--- src/rtl/evhs_pkg.sv ---
package evhs_pkg;

    // Handshake bits of one side; packed so that bit 0 = enable,
    // bit 1 = status (write-1-to-clear), bit 2 = release (write-1-to-set)
    typedef struct packed {
        logic rel;
        logic sts;
        logic en;
    } hs_bits_t;

    localparam int HS_W   = $bits(hs_bits_t);
    localparam int SIDE_N = 2;

    // Side indices double as register offsets
    localparam int SIDE_OS = 0;
    localparam int SIDE_FW = 1;

    function automatic int peer_of(input int side);
        return (SIDE_N - 1) - side;
    endfunction

endpackage

--- src/rtl/evhs_side.sv ---
module evhs_side
    import evhs_pkg::*;
(
    input  logic     clk,
    input  logic     rst,
    input  logic     wr_sel,
    input  hs_bits_t wr_bits,
    input  logic     peer_rel_set,
    input  logic     peer_sts_clr,
    output logic     rel_set_evt,
    output logic     sts_clr_evt,
    output hs_bits_t bits_q
);

    hs_bits_t bits_d;

    assign rel_set_evt = wr_sel && wr_bits.rel;
    assign sts_clr_evt = wr_sel && wr_bits.sts;

    always_comb begin
        bits_d = bits_q;
        if (wr_sel)
            bits_d.en = wr_bits.en;
        // status: set by peer release, clear wins on conflict
        if (peer_rel_set)
            bits_d.sts = 1'b1;
        if (sts_clr_evt)
            bits_d.sts = 1'b0;
        // release: set by own write, cleared by peer acknowledge (wins)
        if (rel_set_evt)
            bits_d.rel = 1'b1;
        if (peer_sts_clr)
            bits_d.rel = 1'b0;
    end

    always_ff @(posedge clk) begin
        if (rst)
            bits_q <= '0;
        else
            bits_q <= bits_d;
    end

    a_r4_sts_cleared: assert property (@(posedge clk) disable iff (rst)
        sts_clr_evt |=> !bits_q.sts);

    a_r3_sts_set_by_peer: assert property (@(posedge clk) disable iff (rst)
        (peer_rel_set && !sts_clr_evt) |=> bits_q.sts);

    a_r6_rel_cleared_by_peer: assert property (@(posedge clk) disable iff (rst)
        peer_sts_clr |=> !bits_q.rel);

    a_r5_rel_rise_needs_write: assert property (@(posedge clk) disable iff (rst)
        $rose(bits_q.rel) |-> $past(wr_sel && wr_bits.rel));

    a_r2_en_holds: assert property (@(posedge clk) disable iff (rst)
        !wr_sel |=> $stable(bits_q.en));

endmodule

--- src/rtl/evhs_irq.sv ---
module evhs_irq (
    input  logic clk,
    input  logic rst,
    input  logic rel,
    input  logic en,
    output logic irq_q
);

    always_ff @(posedge clk) begin
        if (rst)
            irq_q <= 1'b0;
        else
            irq_q <= rel && en;
    end

endmodule

--- src/rtl/evhs_regs.sv ---
module evhs_regs
    import evhs_pkg::*;
#(
    parameter int ADDR_W = 2,
    parameter int DATA_W = 8
) (
    input  logic              clk,
    input  logic              rst,
    input  logic [ADDR_W-1:0] addr,
    input  logic [DATA_W-1:0] wdata,
    input  logic              wr_en,
    output logic [DATA_W-1:0] rdata,
    output logic              sci_out,
    output logic              smi_out
);

    localparam int PAD_W = DATA_W - HS_W;

    hs_bits_t side_q      [SIDE_N];
    logic     wr_sel      [SIDE_N];
    logic     rel_set_evt [SIDE_N];
    logic     sts_clr_evt [SIDE_N];
    logic     irq_q       [SIDE_N];

    hs_bits_t wr_bits;
    assign wr_bits = hs_bits_t'(wdata[HS_W-1:0]);

    for (genvar i = 0; i < SIDE_N; i++) begin : g_side
        localparam int PEER = peer_of(i);

        assign wr_sel[i] = wr_en && (addr == ADDR_W'(i));

        evhs_side u_side (
            .clk          (clk),
            .rst          (rst),
            .wr_sel       (wr_sel[i]),
            .wr_bits      (wr_bits),
            .peer_rel_set (rel_set_evt[PEER]),
            .peer_sts_clr (sts_clr_evt[PEER]),
            .rel_set_evt  (rel_set_evt[i]),
            .sts_clr_evt  (sts_clr_evt[i]),
            .bits_q       (side_q[i])
        );

        // interrupt toward the peer: own release gated by peer enable
        evhs_irq u_irq (
            .clk   (clk),
            .rst   (rst),
            .rel   (side_q[i].rel),
            .en    (side_q[PEER].en),
            .irq_q (irq_q[i])
        );
    end

    assign sci_out = irq_q[SIDE_FW];
    assign smi_out = irq_q[SIDE_OS];

    always_comb begin
        rdata = '0;
        for (int s = 0; s < SIDE_N; s++) begin
            if (addr == ADDR_W'(s))
                rdata = {{PAD_W{1'b0}}, side_q[s]};
        end
    end

    a_r7_sci_tracks: assert property (@(posedge clk) disable iff (rst)
        sci_out == $past(side_q[SIDE_FW].rel && side_q[SIDE_OS].en));

    a_r8_smi_tracks: assert property (@(posedge clk) disable iff (rst)
        smi_out == $past(side_q[SIDE_OS].rel && side_q[SIDE_FW].en));

    a_r9_spare_wr_ignored: assert property (@(posedge clk) disable iff (rst)
        (wr_en && addr >= ADDR_W'(SIDE_N)) |=>
            ($stable(side_q[SIDE_OS]) && $stable(side_q[SIDE_FW])));

endmodule

--- config.mk ---
export PLATFORM = sky130hd
export DESIGN_NAME = evhs_regs
export DESIGN_NICKNAME = d
export VERILOG_FILES = /design/src/rtl/evhs_pkg.sv /design/src/rtl/evhs_side.sv /design/src/rtl/evhs_irq.sv /design/src/rtl/evhs_regs.sv
export SDC_FILE = /design/constraint.sdc
export NUM_CORES = 1
export LEC_CHECK = 0
export ABC_CLOCK_PERIOD_IN_PS = 1100
export BUFFER_PORTS_ARGS = -buffer_cell sky130_fd_sc_hd__buf_4
export CORE_AREA = 10 10 47 49
export DETAILED_ROUTE_END_ITERATION = 16
export DIE_AREA = 0 0 57 59
export SKIP_LAST_GASP = 1
export SYNTH_ARGS = -nofsm -noshare
export SYNTH_HDL_FRONTEND = slang
export SYNTH_SLANG_ARGS = --single-unit
--- constraint.sdc ---
create_clock -name clk -period 1.1 [get_ports clk]
set_clock_uncertainty 0.15 [all_clocks]
set_input_delay 0.11 -clock clk [delete_from_list [all_inputs] [get_ports clk]]
set_output_delay 0.11 -clock clk [all_outputs]
set_load 0.02 [all_outputs]
# Word-level counts from Yosys, hierarchy flattened
# Cells that the tools add are included.
# word_totals
ff_bits	6
in_bits	13
out_inout_bits	10
wordCells	20
# classes
eq_ne	1
mux	2
reduce_logical	11
# op_table
op	count
logical AND 1 bit	8
2-to-1 mux 8 bit	1
OR reduction 2 bit	2
2-to-1 mux 3 bit	1
== test 2 x 1 -> 1 bit, second input constant	1
logical NOT 2 bit	1

# Longest topological paths before layout
# Gate-level depths: netlist of run 1.
# depth
depth_word	4
depth_mapped	3

# Modules after synthesis
# Synthesis of run 1 repeated with hierarchy kept, for this count alone.
# unflattened
hier_cells	41
area_unflattened_um2	390.4
# modules_own_cells
mod	instances	cells_each	area_each_um2	seq_area_each_um2
evhs_side	2	11	113.9	60.1
evhs_regs	1	15	105.1	0.0
evhs_irq	2	2	28.8	20.0

# Least setup slack after synthesis of run 1
# No wires, ideal clock.
# synth_path
kind	input to register
start	input port addr[0]
end	register g_side[0].u_side.bits_q[2] (netlist name)
t_arrival_ns	0.739
t_required_ns	0.847
setup_slack_ns	0.107
path_stages	3
cell_sequence	buf_2 -> and4b_1 -> a2111oi_2
# synth_via
elab_chain_len	4
word_cells_on_any_way	7
classes_between	eq/ne (1); reduce/logical (6)
# synth_lines
item	line	rtl
start: declaration	evhs_regs.sv:9	input logic [ADDR_W-1:0] addr,
== test 2 x 1 -> 1 bit	evhs_regs.sv:31	assign wr_sel[i] = wr_en && (addr == ADDR_W'(i));
logical AND 1 bit	evhs_regs.sv:31	
logical AND 1 bit	evhs_side.sv:18	assign sts_clr_evt = wr_sel && wr_bits.sts;
OR reduction 2 bit (no line)	n/a	
end signal: assignment	evhs_side.sv:40	bits_q <= bits_d;
end: declaration	evhs_side.sv:12	output hs_bits_t bits_q
# Parallel ways exist; a longest one is shown, timed or not.
# A chain may end at the register's enable or synchronous reset.

==> results of run 1 <==
-- layer usage --
metal / vias up / GRT usage, % / share of wire, %
met4: 0 / 0 / 0
met3: 0 / 5.365 / 11
li1: 149 / - / -
met2: 10 / 9.302 / 51
met5: - / 0 / 0
met1: 128 / 3.584 / 38
-- sequential cells by signal, summed over array words and instances (netlist names) --
| signal | count |
|---|---|
| g_side.u_irq.irq_q | 2 |
| g_side.u_side.bits_q | 4 |
-- area by class of cell --
| type | count | area (um^2) | share of cell area [%] |
|---|---|---|---|
| clock buffer | 3 | 22.52 | 4.592 |
| inverter | 2 | 7.507 | 1.531 |
| sequential | 6 | 123.9 | 25.26 |
| timing repair buffer | 15 | 115.1 | 23.47 |
| multi-input combinational | 27 | 201.4 | 41.07 |
| tap | 16 | 20.02 | 4.082 |
-- power by group --
part / internal [uW] / total (uW) / leakage [uW] / switching [uW]
registers: 223 / 226 / 0.0000500 / 2.43
logic: 42.0 / 90.4 / 0.000168 / 48.5
clock network: 123 / 199 / 0.0000138 / 76.2
total: 388 / 516 / 0.000232 / 127
-- worst max-delay path: cells and delay by family, from the launching register on --
kind | cells | cell delay (ns)
buffers and inverters | 1 | 0.15
flip-flops | 1 | 0.32
multiplexers | 1 | 0.14
AND/OR/NAND/NOR | 1 | 0.06
-- kinds of logic after synthesis --
logic type | count (synthesis)
DFF | 6
other | 1
muxes | 5
AOI/OAI and AO/OA | 2
and+or+nand+nor | 15
buffers and inverters | 8
-- placed cells by master, fill, tap and decap left out, drive strengths merged --
cell type,n
nor4bb,1
nor2,6
and4b,1
conb,5
nor3b,1
a2111oi,2
dfxtp,6
nand3b,2
nand2b,3
inv,2
dlygate4sd3,1
nor2b,1
buf,14
mux2i,5
clkbuf,3
-- what timing repair did --
item / in CTS / in global routing
resized for setup: 2 / 2
hold endpoints to repair: 2 / 0
setup endpoints to repair: 3 / 4
hold buffers: 1 / 0
setup buffers: 2 / 0
-- stage by stage --
stage	setup slack [ns]	hold slack, ns	setup TNS, ns	utilization, %	instances
final	-0.05775	0.01410	-0.1452	35.00	69
after global routing	-0.1260	0.006477	-0.3725	35.00	69
after CTS	-0.08053	-0.002769	-0.2094	34.55	69
after detailed placement	0.03825	0.1628	0	30.98	63
after global placement	0.06941	0.1619	0	30.98	63
after floorplan	0.1071	0.02886	0	-	41
-- final timing paths --
check	startpoint	endpoint	slack (ns)	cells past startpoint
min	wdata[2]	g_side[0].u_side.bits_q[1]	0.01	3
max reg2reg	g_side[0].u_side.bits_q[2]	g_side[0].u_side.bits_q[2]	0.07	3
min reg2reg	g_side[0].u_side.bits_q[0]	g_side[1].u_irq.irq_q	0.33	2
max	g_side[0].u_side.bits_q[1]	rdata[2]	-0.06	3
==> metrics.md, run 1 <==
| Metric | Value |
|---|---|
| Min-delay worst type | `in -> reg` |
| Largest cells by area after synthesis | `dfxtp_1 34%, mux2i_1 14%, buf_4 11%, nor2_1 6.4%, nand3b_4 5.7%` |
| Layout area overhead | `39.50%` |
| Syn avg cell area | `about 9.5 um^2` |
| Largest family of logic cells by synthesized area | `simple AND/OR/NAND/NOR gates` |
| EDFF count, synth | `0` |
| Post-DP HPWL | `650 um` |
| Final WS setup | `-0.05775 ns` |
| Core area | `between 1000 and 1500 um^2` |
| Data arrival time of the worst path | `~0.9 ns` |
| Synth top area share | `roughly 34%` |
| Ports | `23` |
| CTS Buf Count | `3` |
| Leakage | `0.0002317 uW` |
| CP Max Fanout | `3` |
| Port bufs | `12` |
| Setup-failing EPs final | `3` |
| Type of origin of the critical path | `flop` |
| Adder-cell share of the synthesized area | `0%` |
| DRT antenna net count | `0` |
| Tmin final | `1.158 ns` |
| Critical path type | `reg -> out` |
| Yosys warns | `0` |
| FMAX | `about 0.86 GHz` |
| Fill count | `160` |
| Number of vias per cell | `4.159` |
| Worst path slowest cell | `dfxtp_2` |
| Gate Count Post-Synth | `37` |
| Final Cycle Share | `105.3%` |
| Tot Pwr | `515.6 uW` |
| Via count | `287` |
| Top FF cell, synth | `dfxtp_1` |
| WL per Instance | `~12 um` |
| Synth Area in Simple Gates | `29.18%` |
| Die ar. | `3363 um^2` |
| Antenna diode count | `0` |
| Starting Density | `25.09%` |
| TritonCTS clock tree | `yes` |
| Pin count of the biggest net entering global routing | `10` |
| Post-synth top cells | `6 x dfxtp_1, 6 x nor2_1, 5 x buf_4, 5 x mux2i_1, 3 x nand2b_1` |
| FF+latch count, synth | `6` |
| # rows | `14` |
| Max clock buf depth | `2` |
| Drt first pass iters | `2` |
| Sequential fraction of the synthesis area | `between 30% and 40%` |
| Post-synth top area cell | `dfxtp_1` |
| Synthesized cell area | `351.6 um^2` |
| First-pass GRT wire length | `approximately 1300 um` |
| Share of layout cells above drive strength 1 | `between 40 and 50%` |
| Multiplexer share of the synthesized area | `14.23%` |
| Die Y | `59 um` |
| VDD IR max | `777.3 uV` |
| Net count, final | `68` |
| Drt total wl | `794 um` |
| Slew Viols, Final | `0` |
| Maxcap violations | `0` |
| DRC violations left | `0` |
| Initial antenna violation count | `0` |
| Final RePlAce weighted congestion | `0.7057` |
| Crit path largest cell delay | `0.32 ns` |
| Clk_lat worst skew | `0.24 ns` |
| Vias in the first global route | `326` |
| Tot GR Track Use | `4.981%` |
| Failing checks | `negative setup slack` |
| Die width | `approximately 57 um` |
| GRT overflow | `0` |
| CTS clk-pin slew, worst paths | `0.04 ns` |
| Pwr/cell area | `roughly 1100 nW/um^2` |
| Synth cell types | `16` |
| H-tree depth | `1` |
| Compound-gate portion of the synthesized area | `7.117%` |
| Critical path, cell by cell | `mux2i_1, nor2_1, buf_4` |
| Final Cell Area | `490.5 um^2` |
| Sinks on Clock Net | `6` |
| Synth async-reset ratio | `0%` |
| Required @ worst endpoint | `around 0.84 ns` |
| Synth Area in XOR/XNOR | `0%` |
| Status | `finished with violations` |
| Dpl cell area | `434.2 um^2` |
| Fin. Hold Viols | `0` |
| DRT iter0 DRCs | `1` |
| Crit end category | `output port` |
| Root Driver | `clkbuf_4` |
| RSZ-0062 raised after global routing | `yes` |
No activity file was read; power rests on OpenSTA's default activity.
==> run 2, diff against run 1 <==
- MAX_ROUTING_LAYER: default -> met4
==> run 2 against run 1 <==
  * The run still ends with negative setup slack left
  * Clock power hardly changed
  * Non-clock buffer count stayed put
  * Sequential power hardly changed
  * First-iteration DRC count stayed put
  * Critical path depth stayed put
  * Clock-buffer cell count stayed put
  * Die area stayed put
  * Worst hold slack hardly changed
  * Sequential share of layout area stayed put
  * Utilization stayed put
==> metrics.md, run 2 (synthesis results as in run 1) <==
| Metric | Value |
|---|---|
| Starting Density | `25.09% (unchanged)` |
| Die Y | `59 um (unchanged)` |
| CTS clk-pin slew, worst paths | `0.04 ns (about the same)` |
| FMAX | `0.8640 GHz (about the same)` |
| Setup WS pre-CTS | `0.03825 ns (unchanged)` |
| Commonest non-fill, non-tap cell in the layout | `buf_4` |
| TritonCTS clock tree | `yes` |
| Maxcap violations | `0 (unchanged)` |
| GRT overflow | `0 (unchanged)` |
| Failing checks | `negative setup slack` |
| Final Cycle Share | `105.2% (about the same)` |
| Die width | `57 um (unchanged)` |
| Tmin final | `1.157 ns (-0.0003481 ns)` |
| Pwr/cell area | `1050 nW/um^2 (about the same)` |
| Share of layout cells above drive strength 1 | `43.40% (unchanged)` |
| Most frequent cells in the layout | `14 x buf_4, 6 x nor2_1, 5 x mux2i_1, 5 x conb_1` |
| Leakage | `0.0002317 uW (unchanged)` |
| Fin. Hold Viols | `0 (unchanged)` |
| Reg2reg setup slack | `0.07 ns (about the same)` |
| Drt first pass iters | `2 (unchanged)` |
| Number of vias per cell | `4.159 (unchanged)` |
| Initial antenna violation count | `0 (unchanged)` |
| Footprint of the multi-input gates | `201.4 um^2 (unchanged)` |
| Critical path type | `reg -> out` |
| Tot GR Track Use | `5.120% (+0.14 points)` |
| Reg area | `123.9 um^2 (unchanged)` |
| Type of origin of the critical path | `flop` |
| Setup-failing EPs final | `3 (unchanged)` |
| Combinational share of power | `17.6% (about the same)` |
| Via count | `287 (unchanged)` |
| Min-delay worst type | `in -> reg` |
| Hold_ws | `0.01445 ns (+0.0003480 ns)` |
| Post-DP HPWL | `650 um (unchanged)` |
| Crit path from | `g_side[0].u_side.bits_q[1]` |
| Required @ worst endpoint | `0.84 ns (about the same)` |
| Drt total wl | `794 um (unchanged)` |
| Die ar. | `3363 um^2 (unchanged)` |
| Vias in the first global route | `326 (unchanged)` |
| Crit path capture | `rdata[2]` |
| CP Max Fanout | `3 (unchanged)` |
| CTS Buf Count | `3 (unchanged)` |
| Crit end category | `output port` |
| Data arrival time of the worst path | `0.90 ns (about the same)` |
| Clk_lat worst skew | `0.24 ns (about the same)` |
| VDD IR max | `776.0 uV (-0.17%)` |
| # rows | `14 (unchanged)` |
| DRC violations left | `0 (unchanged)` |
| Layout area overhead | `39.50% (unchanged)` |
| DRT iter0 DRCs | `1 (unchanged)` |
| Final RePlAce weighted congestion | `0.7136 (+1.1%)` |
| Switch Pwr | `126.8 uW (-0.28%)` |
| Ports | `23 (unchanged)` |
| Top reg by flops | `g_side.u_side.bits_q` |
| Flop pwr share | `43.8% (about the same)` |
| Max reg flops | `4 (unchanged)` |
| Worst R2R End | `g_side[0].u_side.bits_q[2]` |
| Fill count | `160 (unchanged)` |
| Net switching fraction of the power | `24.61% (-0.051 points)` |
| Port bufs | `12 (unchanged)` |
| Max clock buf depth | `2 (unchanged)` |
| Reg2Reg Depth | `3 (unchanged)` |
| Net count, final | `68 (unchanged)` |
| RSZ-0062 raised after global routing | `yes` |
| WL per Instance | `11.51 um (unchanged)` |
| Worst hold stages | `3 (unchanged)` |
| Clock Power Share | `38.6% (about the same)` |
| Final WS setup | `-0.05740 ns (+0.0003481 ns)` |
| H-tree depth | `1 (unchanged)` |
| Biggest regs | `g_side.u_side.bits_q x4, g_side.u_irq.irq_q x2` |
| Core area | `1401 um^2 (unchanged)` |
| DRT antenna net count | `0 (unchanged)` |
| Sinks on Clock Net | `6 (unchanged)` |
| Status | `finished with violations` |
| Slew Viols, Final | `0 (unchanged)` |
| Reg-to-Reg Start | `g_side[0].u_side.bits_q[2]` |
| Internal cell power | `388.4 uW (about the same)` |
| Root Driver | `clkbuf_4` |
| First-pass GRT wire length | `1311 um (unchanged)` |
| Antenna diode count | `0 (unchanged)` |
| Pin count of the biggest net entering global routing | `10 (unchanged)` |
[run 2: cell counts in the layout (fill, tap and decap cells not counted)]
No cell type changed its count.
[run 2: power by group through the flow]
stage	sequential [uW]	combinational [uW]	clock (uW)
floorplan	229	62.7	0
global placement	229	82.0	0
detailed placement	230	83.0	0
CTS	225	89.0	213
global route	226	98.5	235
finish	226	90.4	199
[run 2: per-stage QoR]
| step | setup TNS (ns) | cells | total power [uW] | util, % | cell area, um^2 |
|---|---|---|---|---|---|
| 5_1_grt | -0.3723 | 69 | 558.9 | 35.00 | 490.5 |
| 4_1_cts | -0.2094 | 69 | 527.1 | 34.55 | 484.2 |
| 3_5_place_dp | 0 | 63 | 312.6 | 30.98 | 434.2 |
| 6_report | -0.1445 | 69 | 515.2 | 35.00 | 490.5 |
| 2_1_floorplan | 0 | 41 | 291.8 | - | 366.6 |
| 3_3_place_gp | 0 | 63 | 311.5 | 30.98 | 434.2 |
[run 2: layout make-up]
cell class | count | area share (%)
multi-input cells | 27 | 41.07
flip-flops and latches | 6 | 25.26
repair buffers | 15 | 23.47
clock buffers | 3 | 4.592
well taps | 16 | 4.082
inverters | 2 | 1.531
[run 2: worst min path at each step]
stage	from	endpoint	slack, ns
finish	wdata[2]	g_side[0].u_side.bits_q[1]	0.01
global route	wdata[0]	g_side[1].u_side.bits_q[0]	0.007
CTS	wdata[2]	g_side[0].u_side.bits_q[2]	-0.003
detailed placement	rst	g_side[0].u_side.bits_q[2]	0.16
global placement	rst	g_side[0].u_side.bits_q[2]	0.16
floorplan	rst	g_side[0].u_side.bits_q[2]	0.03
[run 2: critical path: stages, from the launching register on]
cell	delay, ns
dfxtp_2	0.32
mux2i_1	0.14
nor2_1	0.06
buf_4	0.15
[run 2: timing repair]
action,CTS,global route
endpoints found under the setup margin,3,4
hold buffers,1,0
hold endpoints to repair,2,0
setup buffers,2,0
resized for setup,2,2
pin swaps,0,0
[run 2: layer usage]
metal  global-route usage [%]  part of all wire, %
met1                    3.823                   41
met2                    9.302                   51
met3                    4.936                  7.8
met4                        0                    0
met5                        -                    0
==> run 3, diff against run 2 <==
- BUFFER_PORTS_ARGS: -buffer_cell sky130_fd_sc_hd__buf_4 -> -buffer_cell sky130_fd_sc_hd__buf_2
==> run 3 against run 2 <==
  * The flow still finishes with violations (negative setup slack)
  * Register-to-register slack about the same
  * Combinational power decreased by 5.4%
  * First-iteration DRC count rose to 3.0 times the previous value
  * Critical endpoint is now rdata[0]
==> metrics.md, run 3 (synthesis results as in run 1) <==
| Metric | Value |
|---|---|
| Status | `finished with violations` |
| Failing checks | `negative setup slack` |
| Dpl cell area | `404.1 um^2 (-6.9%)` |
| Die ar. | `3363 um^2 (unchanged)` |
| # rows | `14 (unchanged)` |
| H-tree depth | `1 (unchanged)` |
| DRT iter0 DRCs | `3 (+2)` |
| FMAX | `0.8554 GHz (-1.0%)` |
| Min-delay worst type | `in -> reg` |
| Die width | `57 um (unchanged)` |
| Initial antenna violation count | `0 (unchanged)` |
| Required @ worst endpoint | `0.84 ns (about the same)` |
| Maxcap violations | `0 (unchanged)` |
| WL per Instance | `11.17 um (-2.9%)` |
| Switch Pwr | `129.7 uW (+2.3%)` |
| Via count | `291 (+1.4%)` |
| Clock Power Share | `39.3% (+0.7 points)` |
| DRC violations left | `0 (unchanged)` |
| Tmin final | `1.169 ns (+0.01168 ns)` |
| CTS clk-pin slew, worst paths | `0.05 ns (about the same)` |
| Hold_ws | `0.01020 ns (-0.004248 ns)` |
| Core area | `1401 um^2 (unchanged)` |
| Vias in the first global route | `311 (-4.6%)` |
| GRT overflow | `0 (unchanged)` |
| Pin count of the biggest net entering global routing | `10 (unchanged)` |
| Pwr/cell area | `1074 nW/um^2 (+2.2%)` |
| Number of vias per cell | `4.157 (about the same)` |
| Final Cycle Share | `106.3% (+1.1 points)` |
| Post-DP HPWL | `642.6 um (-1.1%)` |
| Biggest regs | `g_side.u_side.bits_q x4, g_side.u_irq.irq_q x2` |
| Final RePlAce weighted congestion | `0.7180 (+0.62%)` |
| Starting Density | `25.09% (unchanged)` |
| Slew Viols, Final | `0 (unchanged)` |
| Crit end category | `output port` |
| Worst R2R End | `g_side[0].u_side.bits_q[2]` |
| Flop pwr share | `44.0% (+0.2 points)` |
| Finished Core Util | `34.11% (-0.89 points)` |
| Final Cell Area | `478.0 um^2 (-2.6%)` |
| Clk_lat worst skew | `0.24 ns (about the same)` |
| Max reg flops | `4 (unchanged)` |
| Reg2reg setup slack | `0.08 ns (about the same)` |
| Final WS setup | `-0.06908 ns (-0.01168 ns)` |
| Layout area overhead | `35.94%` |
| Combinational share of power | `16.7% (-0.9 points)` |
| Net count, final | `69 (+1.5%)` |
| Setup-failing EPs final | `3 (unchanged)` |
| Crit path from | `g_side[1].u_side.bits_q[0]` |
| Commonest non-fill, non-tap cell in the layout | `buf_2` |
| RSZ-0062 raised after global routing | `yes` |
| Type of origin of the critical path | `flop` |
| Net switching fraction of the power | `25.27% (+0.66 points)` |
| DRT antenna net count | `0 (unchanged)` |
| TritonCTS clock tree | `yes` |
| Data arrival time of the worst path | `0.91 ns (about the same)` |
| Die Y | `59 um (unchanged)` |
| Internal cell power | `383.5 uW (-1.2%)` |
| Setup WS pre-CTS | `0.02673 ns (-0.01153 ns)` |
| Sinks on Clock Net | `6 (unchanged)` |
| Fin Setup TNS | `-0.1795 ns (-0.03501 ns)` |
| Most frequent cells in the layout | `9 x buf_2, 6 x nor2_1, 5 x mux2i_1, 5 x conb_1, 5 x buf_4` |
| CTS Buf Count | `3 (unchanged)` |
| CP Max Fanout | `2 (-1)` |
| Max clock buf depth | `2 (unchanged)` |
| Reg2Reg Depth | `3 (unchanged)` |
| Reg-to-Reg Start | `g_side[0].u_side.bits_q[2]` |
| Fin. Hold Viols | `0 (unchanged)` |
| Port bufs | `12 (unchanged)` |
| Tot GR Track Use | `5.160% (+0.040 points)` |
| Root Driver | `clkbuf_4` |
| Leakage | `0.0002301 uW (-0.71%)` |
| VDD IR max | `559.5 uV (-28%)` |
| First-pass GRT wire length | `1290 um (-1.6%)` |
| Crit path capture | `rdata[0]` |
| Antenna diode count | `0 (unchanged)` |
| Ports | `23 (unchanged)` |
| Drt total wl | `782 um (-1.5%)` |
| Share of layout cells above drive strength 1 | `42.59% (-0.80 points)` |
| Top reg by flops | `g_side.u_side.bits_q` |
| Drt first pass iters | `2 (unchanged)` |
| Critical path type | `reg -> out` |
==> run 3: routing by layer <==
| layer | global-route usage [%] | share of wire, % | vias to the layer above |
|---|---|---|---|
| li1 | - | - | 151 |
| met1 | 4.648 | 41 | 129 |
| met2 | 7.907 | 50 | 11 |
| met3 | 4.936 | 9.3 | 0 |
| met4 | 1.007 | 0 | 0 |
| met5 | - | 0 | - |
==> run 3: worst min path at each step <==
stage,startpoint,endpoint,cells past startpoint
after global placement,rst,g_side[0].u_side.bits_q[2],2
after CTS,wdata[2],g_side[0].u_side.bits_q[2],3
after floorplan,rst,g_side[0].u_side.bits_q[2],1
after global routing,wdata[2],g_side[0].u_side.bits_q[2],3
after detailed placement,rst,g_side[0].u_side.bits_q[2],2
final,wdata[2],g_side[0].u_side.bits_q[1],3
==> run 3: area by class of cell <==
cell class / count / area [um^2]
timing repair buffer: 16 / 102.6
tap: 16 / 20.02
inverter: 2 / 7.507
clock buffer: 3 / 22.52
multi-input combinational: 27 / 201.4
sequential: 6 / 123.9
fill: 160 / 923.4
==> run 3: stage by stage <==
step,instances,power (uW)
4_1_cts,69,520.1
3_3_place_gp,63,302.7
6_report,70,513.2
3_5_place_dp,63,303.7
5_1_grt,70,553.9
2_1_floorplan,41,291.8
==> run 3: critical path, cell delays in order, from the launching register on <==
cell	delay, ns
dfxtp_1	0.30
mux2i_1	0.15
nor2_1	0.06
buf_4	0.15
==> run 3: power by group through the flow <==
stage               Combinational [uW]  Clock [uW]  Sequential (uW)
global placement                  73.3           0              229
CTS                               80.6         214              226
floorplan                         62.7           0              229
global route                      93.4         234              226
finish                            85.5         202              226
detailed placement                74.1           0              230
==> run 3: what timing repair did <==
item / CTS / global route
gates cloned: 0 / 0
endpoints found under the setup margin: 3 / 4
hold buffers: 1 / 1
gates resized for setup: 4 / 3
setup buffers: 2 / 0
hold endpoints to repair: 2 / 1
